### src/rtl/cfg_bitstream_mem.sv
module cfg_bitstream_mem #(
  parameter int unsigned        DEPTH           = 64,
  parameter int unsigned        POR_CYCLES      = 8,
  parameter bit                 RST_ACTIVE_HIGH = 1'b1,
  parameter logic [DEPTH-1:0]   INIT            = '0
) (
  input  logic clk,
  input  logic por_n,
  input  logic ce_n,
  input  logic rst_oe,
  input  logic ser_en,
  output logic data_o,
  output logic data_oe,
  output logic ceo_n,
  output logic ready_low_drv
);
  localparam int AW = (DEPTH > 2) ? $clog2(DEPTH) : 1;
  localparam int PW = $clog2(POR_CYCLES + 1) + 1;
  localparam logic [AW-1:0] LAST = AW'(DEPTH - 1);

  logic [PW-1:0] por_cnt;
  logic [AW-1:0] addr;
  logic          done;
  logic          por_busy, rst_act, run;

  assign por_busy = (por_cnt != PW'(POR_CYCLES));
  assign rst_act  = (rst_oe == RST_ACTIVE_HIGH);
  assign run      = !ce_n && ser_en && !rst_act && !por_busy && !done;

  always_ff @(posedge clk or negedge por_n)
    if (!por_n)        por_cnt <= '0;
    else if (por_busy) por_cnt <= por_cnt + 1'b1;

  always_ff @(posedge clk or negedge por_n)
    if (!por_n) begin
      addr <= '0;
      done <= 1'b0;
    end else if (por_busy || rst_act) begin
      addr <= '0;
      done <= 1'b0;
    end else if (run) begin
      if (addr == LAST) done <= 1'b1;
      else              addr <= addr + 1'b1;
    end

  assign data_oe       = run;
  assign data_o        = run & INIT[addr];
  assign ceo_n         = !done;
  assign ready_low_drv = por_busy;

  AST_POR_QUIET: assert property (@(posedge clk) disable iff (!por_n)
    ready_low_drv |-> (!data_oe && ceo_n));
  AST_ADDR_STEP: assert property (@(posedge clk) disable iff (!por_n)
    data_oe |=> (!ceo_n || addr == $past(addr) + 1'b1));
  AST_ONE_DRIVER: assert property (@(posedge clk) disable iff (!por_n)
    !ceo_n |-> !data_oe);
  AST_CE_HOLD: assert property (@(posedge clk) disable iff (!por_n)
    (ce_n && !rst_act && !ready_low_drv) |=> $stable(addr));
  AST_SER_HOLD: assert property (@(posedge clk) disable iff (!por_n)
    (!ser_en && !rst_act && !ready_low_drv) |=> $stable(addr));
  AST_RST_CLEAR: assert property (@(posedge clk) disable iff (!por_n)
    rst_act |=> (addr == '0 && ceo_n));
  AST_EXHAUST_HOLD: assert property (@(posedge clk) disable iff (!por_n)
    (!ceo_n && !rst_act) |=> !ceo_n);
endmodule

### config.mk
export PLATFORM = sky130hd
export DESIGN_NAME = cfg_bitstream_mem
export DESIGN_NICKNAME = d
export VERILOG_FILES = /design/src/rtl/cfg_bitstream_mem.sv
export SDC_FILE = /design/constraint.sdc
export NUM_CORES = 1
export LEC_CHECK = 0
export BUFFER_PORTS_ARGS = -buffer_cell sky130_fd_sc_hd__buf_2
export CAP_MARGIN = 20
export CORE_UTILIZATION = 40
export DETAILED_ROUTE_END_ITERATION = 10
export GPL_TIMING_DRIVEN = 1
export MAX_ROUTING_LAYER = met4
export PLACE_DENSITY = 0.69
export SYNTH_ARGS = -nofsm -noshare
export SYNTH_HDL_FRONTEND = slang
export SYNTH_SLANG_ARGS = --single-unit
### constraint.sdc
create_clock -name clk -period 1.41 [get_ports clk]
set_input_delay 0.0705 -clock clk [delete_from_list [all_inputs] [get_ports clk]]
set_output_delay 0.0705 -clock clk [all_outputs]
set_load 0.01 [all_outputs]
==> reports/results.ini, run 1 <==
[outcome]
status = finished with violations
violations = design-rule violations, negative setup slack

[cts]
clk_pin_slew_ns = 0.08
cts_tree = done
worstSkewPairLatency_ns = 0.29
cts_buffers = 3
cts.sinks = 12
cts_max_path_buffers = 2
root_buffer = clkbuf_4
htreeDepth = 1

[sta]
min_period_ns = 1.62
rsz0062_at_grt = true
hold_violations = 0
fin_ws_ns = -0.208
finalClockSkew_ns = 0.00419
finalSetupTns_ns = -0.888
min_period_over_period = 1.15
clock.fmax_mhz = 618
final-setup-viol-count = 7
finalMaxSlewViolations = 0

[power_and_ir_drop]
finalPower_uw = 694
p_per_area_mw_per_mm2 = 752
leakage_nw = 0.421
irDropWorstVdd_mv = 0.659

[logic_synthesis]
postSynthCellCount = 65
synth_warnings = 0
ys_seq_elements = 12
synth_cell_types = 28
syn_nets = 73
syn_area_per_cell_um2 = 10.5
syn_area_um2 = 683
seq_area_frac_synth = 0.440

[finish]
fin_util = 0.591
antennaDiodeCount = 0
layout-drive-gt1-share = 0.371
layoutNonFillerInstCount = 105
nets = 98
areaGrowthSynthToFinish_pct = 35.0
fillers = 139
layout_common_cells = 13 x buf_4, 12 x dfrtp_1, 7 x buf_2
final_common_cell = buf_4
design_area_um2 = 922

[worst_setup_path]
crit_chain = inv_1 > ha_1 > and4bb_2 > buf_6 > buf_4 > inv_1 > buf_2
cpPeakStageDelay_ns = 0.35
r2r_cells = 6
cp-end-kind = output pin
startpoint_type = flip-flop
crit_path_max_fanout = 4
worst-setup-path-type = flip-flop to output pin
crit_top_cell = inv_1
arrival_ns = 1.55
cp_data_required_time_ns = 1.34
slowest_stage = dfrtp_1

[die]
die-area_mm2 = 0.00188
core_area_mm2 = 0.00156
num_rows = 14
io_pins = 9
die_h_um = 43.3
die_width_um = 43.3
initial_core_util = 0.438

[global_route]
grt_pass1_vias = 591
grt-ovfl-total = 0
track_usage = 0.188
grt_pass1_wl_um = 2420
grt_max_degree = 13
antenna_found_initial = 0

[detailed_routing]
routed_wl_um = 1420
via_per_inst = 5.40
drtIter0Drc = 11
drc = 4
avgRoutedWirePerCell_um = 13.5
dr.pass1.iters = 7
detail-route-antenna-nets = 0
vias = 567

[place]
place.gp.congestion = 0.804
placedCellCount = 94
port_buffers = 7
dp_hpwl_um = 927
post_dp_cell_area_um2 = 788

[job]
cap_violations = 0

[min_path]
worstHoldPathCells = 4
hp-class = input pin to flip-flop

==> worst max-delay path: cells and delay by family (launching register included) <==
family | cells | cell delay [ns]
adders and majority gates | 1 | 0.19
and+or+nand+nor | 1 | 0.27
DFF | 1 | 0.35
buffers and inverters | 5 | 0.46
==> worst paths after layout <==
path | startpoint | end | slack, ns
min reg2reg | por_cnt[4] | por_cnt[4] | 0.47
min in group asynchronous | por_n | addr[4] | 0.20
max in group asynchronous | por_n | addr[0] | 0.99
min | ce_n | done | 0.08
max reg2reg | por_cnt[0] | addr[2] | -0.15
max | por_cnt[0] | ready_low_drv | -0.21
==> cell families after synthesis <==
kind of cell    Yosys count  share of synthesized area
buf+inv                   8                     0.0531
other cells               1                    0.00549
flops                    12                      0.440
compound gates            7                     0.0714
mux                       5                     0.0751
fa+ha+maj                 3                     0.0550
simple gates             25                      0.249
xor+xnor                  4                     0.0513
==> cell usage after synthesis <==
master,instances,area share
dfrtp_1,12,0.44
and4bb_1,1,0.018
buf_4,1,0.011
or3b_1,4,0.051
o41ai_1,1,0.013
conb_1,1,0.0055
nand2b_1,1,0.0092
inv_1,5,0.027
xnor2_1,4,0.051
a311oi_1,1,0.013
a21oi_1,2,0.015
ha_1,3,0.055
nor4b_1,1,0.013
a211oi_1,1,0.011
mux2_2,1,0.016
nand4_1,1,0.0092
a31oi_1,1,0.0092
or4_1,1,0.011
nand3b_1,5,0.055
o21bai_1,1,0.011
nor2b_1,1,0.0092
nand2_1,1,0.0055
buf_2,2,0.015
nand3_1,5,0.037
nor3b_1,1,0.011
nor2_1,2,0.011
and3_1,1,0.0092
mux2i_1,4,0.059
==> layer usage <==
metal  routed length, µm  vias up  global-route usage  share of wire
met5                   0        -                   -              0
met4                  38        0               0.113          0.027
met3                  63        4              0.0638          0.044
met2                 740       12               0.321           0.52
met1                 578      269               0.180           0.41
li1                    -      282                   -              -
==> power by group <==
part	total [mW]	switching, mW	leakage (nW)	internal [mW]
combinational	0.0548	0.0273	0.238	0.0274
sequential	0.351	0.00413	0.162	0.347
clock	0.288	0.130	0.0210	0.157
total	0.694	0.162	0.421	0.532
==> state kept, by name, summed over array words and instances (netlist names) <==
signal / count
addr: 6
done: 1
por_cnt: 5
==> metrics by stage <==
step	hold slack (ns)	setup slack [ns]
2_1_floorplan	-0.225	-0.0754
3_5_place_dp	-0.0302	-0.0914
6_report	0.0809	-0.208
3_3_place_gp	-0.0353	-0.0614
5_1_grt	0.0921	-0.307
4_1_cts	0.0747	-0.246
==> final cells by class <==
type | instances | area (µm²) | share of cell area
well taps | 16 | 20.0 | 0.0217
inverters | 5 | 18.8 | 0.0204
multi-input cells | 45 | 382 | 0.414
clock buffers | 4 | 36.3 | 0.0393
flip-flops and latches | 12 | 300 | 0.326
repair buffers | 23 | 165 | 0.179
==> repair_timing <==
item | 4_1_cts | 5_1_grt
hold buffers | 1 | 0
endpoints found under the hold margin | 12 | 0
cloned | 0 | 0
gates resized for setup | 6 | 3
pin swaps | 1 | 0
setup endpoints to repair | 8 | 9
setup buffers | 3 | 3
Power figures use the tool's default switching activity.
==> run 2, diff against run 1 <==
- PLACE_DENSITY: 0.69 -> 0.67
- clock period: 1.41 -> 1.8 ns (I/O delays scaled with it)
==> run 2 against run 1 <==
Effect of this change: the run ends with design-rule violations left; worst hold slack improved by 0.043 ns; utilization fell by 8.7 points; critical path depth fell by 4; non-clock buffer count fell by 11; clock power fell by 45%; clock-buffer cell count fell by 1; combinational power fell by 39%; sequential power fell by 22%; largest power group unchanged; first-iteration DRC count rose by 18%; sequential share of layout area rose by 5.6 points; register-to-register slack improved by 0.33 ns.
==> reports/results.ini, run 2 (synthesis results as in run 1) <==
[outcome]
status = finished with violations
violations = design-rule violations

[finish]
largest_register_ffs = 6  ; unchanged
antennaDiodeCount = 0  ; unchanged
layout_common_cells = 12 x dfrtp_1, 7 x buf_2, 5 x inv_1, 5 x nand3_1, 5 x nand3b_1
seq_area_um2 = 300  ; unchanged
multiInputGateArea_um2 = 350  ; -8.2%
largestRegisters = addr (6), por_cnt (5), done (1)
nets = 87  ; -11%
areaGrowthSynthToFinish_pct = 15.2
layout-drive-gt1-share = 0.208  ; -0.163
top_register = addr
layoutNonFillerInstCount = 93  ; -11%
fillers = 152  ; +9.4%
final_common_cell = dfrtp_1

[global_route]
grt_max_degree = 13  ; unchanged
antenna_found_initial = 0  ; unchanged
grt_pass1_wl_um = 2240  ; -7.7%
track_usage = 0.172  ; -0.0156
grt-ovfl-total = 0  ; unchanged
grt_pass1_vias = 507  ; -14%

[place]
dp_hpwl_um = 905  ; -2.4%
placedCellCount = 86  ; -8.5%
port_buffers = 7  ; unchanged
place.gp.congestion = 0.728  ; -9.5%

[detailed_routing]
routed_wl_um = 1270  ; -11%
avgRoutedWirePerCell_um = 13.7  ; +0.98%
drc = 2  ; -2
wl_met1_um = 579  ; +0.17%
drtIter0Drc = 13  ; +2
dr.pass1.iters = 7  ; unchanged
detail-route-antenna-nets = 0  ; unchanged
top_layer_used = met4
vias = 507  ; -11%
wl_met2_um = 616  ; -17%
dr_wl_met3_um = 69  ; +9.5%
via_per_inst = 5.45  ; +0.96%

[die]
die_h_um = 43.3  ; unchanged
core_area_mm2 = 0.00156  ; unchanged
die_width_um = 43.3  ; unchanged
num_rows = 14  ; unchanged
initial_core_util = 0.438  ; unchanged
io_pins = 9  ; unchanged
die-area_mm2 = 0.00188  ; unchanged

[worst_setup_path]
regToRegStartpoint = done
crit_start = done
crit_path_max_fanout = 8  ; +4
startpoint_type = flip-flop
worst-setup-path-type = flip-flop to flip-flop
arrival_ns = 1.82  ; +0.27 ns
cp-end-kind = flip-flop
cp_data_required_time_ns = 2.00  ; +0.66 ns

[cts]
cts_max_path_buffers = 2  ; unchanged
root_buffer = clkbuf_4
cts.sinks = 12  ; unchanged
htreeDepth = 1  ; unchanged
cts_buffers = 3  ; unchanged
clk_pin_slew_ns = 0.07  ; about the same
worstSkewPairLatency_ns = 0.27  ; -0.02 ns
cts_tree = done

[sta]
final-setup-viol-count = 0  ; -7
min_period_ns = 1.62
rsz0062_at_grt = false
finalSetupTns_ns = 0  ; +0.888 ns
finalClockSkew_ns = 0.0117  ; +0.00751 ns
min_period_over_period = 0.901
hold_violations = 0  ; unchanged
clock.fmax_mhz = 617
finalMaxSlewViolations = 0  ; unchanged

[power_and_ir_drop]
p_per_area_mw_per_mm2 = 594  ; -21%
finalPower_uw = 467  ; -33%
leakage_nw = 0.353  ; -16%
irDropWorstVdd_mv = 0.572  ; -13%

[job]
cap_violations = 0  ; unchanged

[min_path]
hp-class = input pin to flip-flop
hp-start = ce_n

[run 2: layout make-up]
cell class | instances | area share
Clock buffer | 3 | 0.0286
Inverter | 5 | 0.0238
Multi-Input combinational cell | 45 | 0.445
Sequential cell | 12 | 0.382
Tap cell | 16 | 0.0254
Timing Repair Buffer | 12 | 0.0954
[run 2: where the power goes]
part	total [mW]	switching (mW)	leakage (nW)	internal (mW)
Clock	0.159	0.0814	0.0138	0.0773
Sequential	0.275	0.00319	0.162	0.272
Combinational	0.0334	0.0186	0.178	0.0147
Total	0.467	0.103	0.353	0.364
[run 2: path summary, 6_finish.rpt]
check,to,slack (ns),cells after the start
setup / recovery,addr[5],0.18,3
hold / removal,done,0.12,4
setup reg to reg,addr[5],0.18,3
hold reg to reg,por_cnt[4],0.48,1
max in group asynchronous,por_cnt[3],1.35,2
min in group asynchronous,done,0.22,2
[run 2: worst max-delay path: stages (launching register included)]
cell	delay [ns]
dfrtp_1	0.37
or3b_1	0.50
or4_1	0.53
a21oi_1	0.15
[run 2: metrics by stage]
stage	area (µm²)	util	worst slack, ns	hold WS (ns)
finish	787	0.505	0.179	0.124
CTS	761	0.488	0.0320	0.126
floorplan	683	-	0.247	-0.206
detailed placement	728	0.467	0.154	-0.0110
global placement	728	0.467	0.208	-0.0137
global route	787	0.505	0.0640	0.162
[run 2: per-layer routing]
| metal | vias to the layer above | track usage |
|---|---|---|
| li1 | 258 | - |
| met1 | 234 | 0.203 |
| met2 | 13 | 0.279 |
| met3 | 2 | 0.0766 |
| met4 | 0 | 0.0188 |
| met5 | - | - |
[run 2: timing repair]
item                                    CTS  global route
setup buffers                             0             3
cloned                                    0             0
endpoints found under the setup margin    1             1
resized for setup                         1             1
hold endpoints to repair                 12             0
hold buffers                              1             0
==> run 3, diff against run 2 <==
- PLACE_DENSITY: 0.67 -> 0.64
==> run 3 against run 2 <==
Effect of this change: the flow still finishes with violations (design-rule violations); setup slack got worse by 0.024 ns; combinational power increased by 4%; routed wire length decreased by 8.3%; maximum frequency decreased by 1.4%; power increased by 13%; largest power group unchanged; flip-flop and latch count unchanged; clock-buffer cell count is 1 higher; register-to-register slack gained 0.02 ns; first-iteration DRC count increased by 85%; sequential power hardly changed; largest cell class unchanged; clock power grew 38%.
==> reports/results.ini, run 3 (synthesis results as in run 1) <==
[die]
core_area_mm2 = 0.00156  ; unchanged
io_pins = 9  ; unchanged
die_width_um = 43.3  ; unchanged
initial_core_util = 0.438  ; unchanged
num_rows = 14  ; unchanged
die_h_um = 43.3  ; unchanged
die-area_mm2 = 0.00188  ; unchanged

[power_and_ir_drop]
finalPower_uw = 530  ; +13%
leakage_nw = 0.357  ; +0.95%
p_per_area_mw_per_mm2 = 669  ; +13%
irDropWorstVdd_mv = 0.507  ; -11%

[sta]
finalSetupTns_ns = 0  ; unchanged
clock.fmax_mhz = 608  ; -1.4%
min_period_ns = 1.65  ; +0.0238 ns
finalMaxSlewViolations = 0  ; unchanged
finalClockSkew_ns = 0.0140  ; +0.00233 ns
fin_ws_ns = 0.155  ; -0.0238 ns
hold_violations = 0  ; unchanged
min_period_over_period = 0.914  ; +0.0132
final-setup-viol-count = 0  ; unchanged
rsz0062_at_grt = false

[finish]
top_register = addr
layout-drive-gt1-share = 0.208  ; unchanged
layout_common_cells = 12 x dfrtp_1, 7 x buf_2, 5 x inv_1, 5 x nand3_1, 5 x nand3b_1
nets = 86  ; -1.1%
areaGrowthSynthToFinish_pct = 16.1
multiInputGateArea_um2 = 350  ; unchanged
largestRegisters = addr (6), por_cnt (5), done (1)
layoutNonFillerInstCount = 93  ; unchanged
seq_area_um2 = 300  ; unchanged
final_common_cell = dfrtp_1
largest_register_ffs = 6  ; unchanged
design_area_um2 = 793  ; +0.79%
antennaDiodeCount = 0  ; unchanged
fillers = 142  ; -6.6%

[cts]
clk_pin_slew_ns = 0.09  ; +0.02 ns
cts_tree = done
root_buffer = clkbuf_4
cts_buffers = 3  ; unchanged
cts_max_path_buffers = 2  ; unchanged
cts.sinks = 12  ; unchanged
htreeDepth = 1  ; unchanged
worstSkewPairLatency_ns = 0.28  ; about the same

[detailed_routing]
via_per_inst = 5.41  ; -0.79%
dr.pass1.iters = 7  ; unchanged
detail-route-antenna-nets = 0  ; unchanged
avgRoutedWirePerCell_um = 12.5  ; -8.3%
vias = 503  ; -0.79%
drtIter0Drc = 24  ; +11
routed_wl_um = 1170  ; -8.3%
drc = 4  ; +2

[global_route]
antenna_found_initial = 0  ; unchanged
grt_pass1_vias = 472  ; -6.9%
track_usage = 0.155  ; -0.0174
grt_max_degree = 13  ; unchanged
grt-ovfl-total = 0  ; unchanged
grt_pass1_wl_um = 2020  ; -9.6%

[worst_setup_path]
cpPeakStageDelay_ns = 0.42  ; -0.11 ns
worst-setup-path-type = flip-flop to output pin
cp_data_required_time_ns = 1.71  ; -0.29 ns
crit_chain = inv_1 > ha_1 > and4bb_4 > nand2b_1 > nor2_1 > buf_2
arrival_ns = 1.56  ; -0.26 ns
path_buf_inv = 2  ; +2
crit_path_max_fanout = 6  ; -2
reg2reg_slack_ns = 0.20  ; +0.02 ns
cp-end-kind = output pin
regToRegStartpoint = por_cnt[0]
critPathTopFamily = simple AND/OR/NAND/NOR gates
crit_start = por_cnt[0]
startpoint_type = flip-flop
slowest_stage = dfrtp_1

[outcome]
status = finished with violations
violations = design-rule violations

[place]
port_buffers = 7  ; unchanged
place.gp.congestion = 0.805  ; +11%
place_ws_ns = 0.172  ; +0.0176 ns
post_dp_cell_area_um2 = 736  ; +1.0%
placedCellCount = 87  ; +1.2%

[min_path]
hp-start = ce_n
hp-class = input pin to flip-flop

[job]
cap_violations = 0  ; unchanged

[run 3: changes by cell type in the layout (fill, tap and decap cells not counted), sizes merged]
cell	previous run	this run
clkbuf	3	4
buf	11	10
[run 3: cell type report]
cell class | count | share of cell area
Inverter | 5 | 0.0237
Tap cell | 16 | 0.0252
Timing Repair Buffer | 11 | 0.0852
Sequential cell | 12 | 0.379
Multi-Input combinational cell | 45 | 0.442
Clock buffer | 4 | 0.0457
[run 3: report_power, final]
group	switching [mW]	leakage, nW	internal (mW)
clock network	0.0970	0.0210	0.123
registers	0.00341	0.162	0.272
logic	0.0188	0.174	0.0161
[run 3: final timing paths]
check / to / cells past startpoint
min reg2reg: por_cnt[4] / 1
max reg2reg: addr[0] / 6
max: data_oe / 6
max in group asynchronous: por_cnt[4] / 2
min: done / 4
min in group asynchronous: addr[5] / 2
[run 3: per-stage QoR]
| step | hold WS [ns] | util |
|---|---|---|
| floorplan | -0.206 | - |
| detailed placement | -0.0138 | 0.472 |
| CTS | 0.117 | 0.502 |
| finish | 0.111 | 0.509 |
| global route | 0.148 | 0.509 |
| global placement | -0.0113 | 0.472 |
[run 3: metal layers]
metal  up-vias  GRT usage  share of wire
met4         0     0.0188         0.0052
met2        15      0.239           0.46
met3         2     0.0766          0.062
met5         -          -              0
met1       229      0.187           0.47
li1        257          -              -
[run 3: timing repair]
item,CTS,global route
endpoints found under the setup margin,1,1
hold buffers,1,0
buffers inserted,0,1
endpoints found under the hold margin,12,0
gates resized for setup,1,1
[run 3: worst reg2reg max path: stages (launching register included)]
cell	delay, ns
dfrtp_1	0.42
inv_1	0.07
ha_1	0.14
and4bb_4	0.28
buf_4	0.14
or3b_1	0.34
mux2i_1	0.14
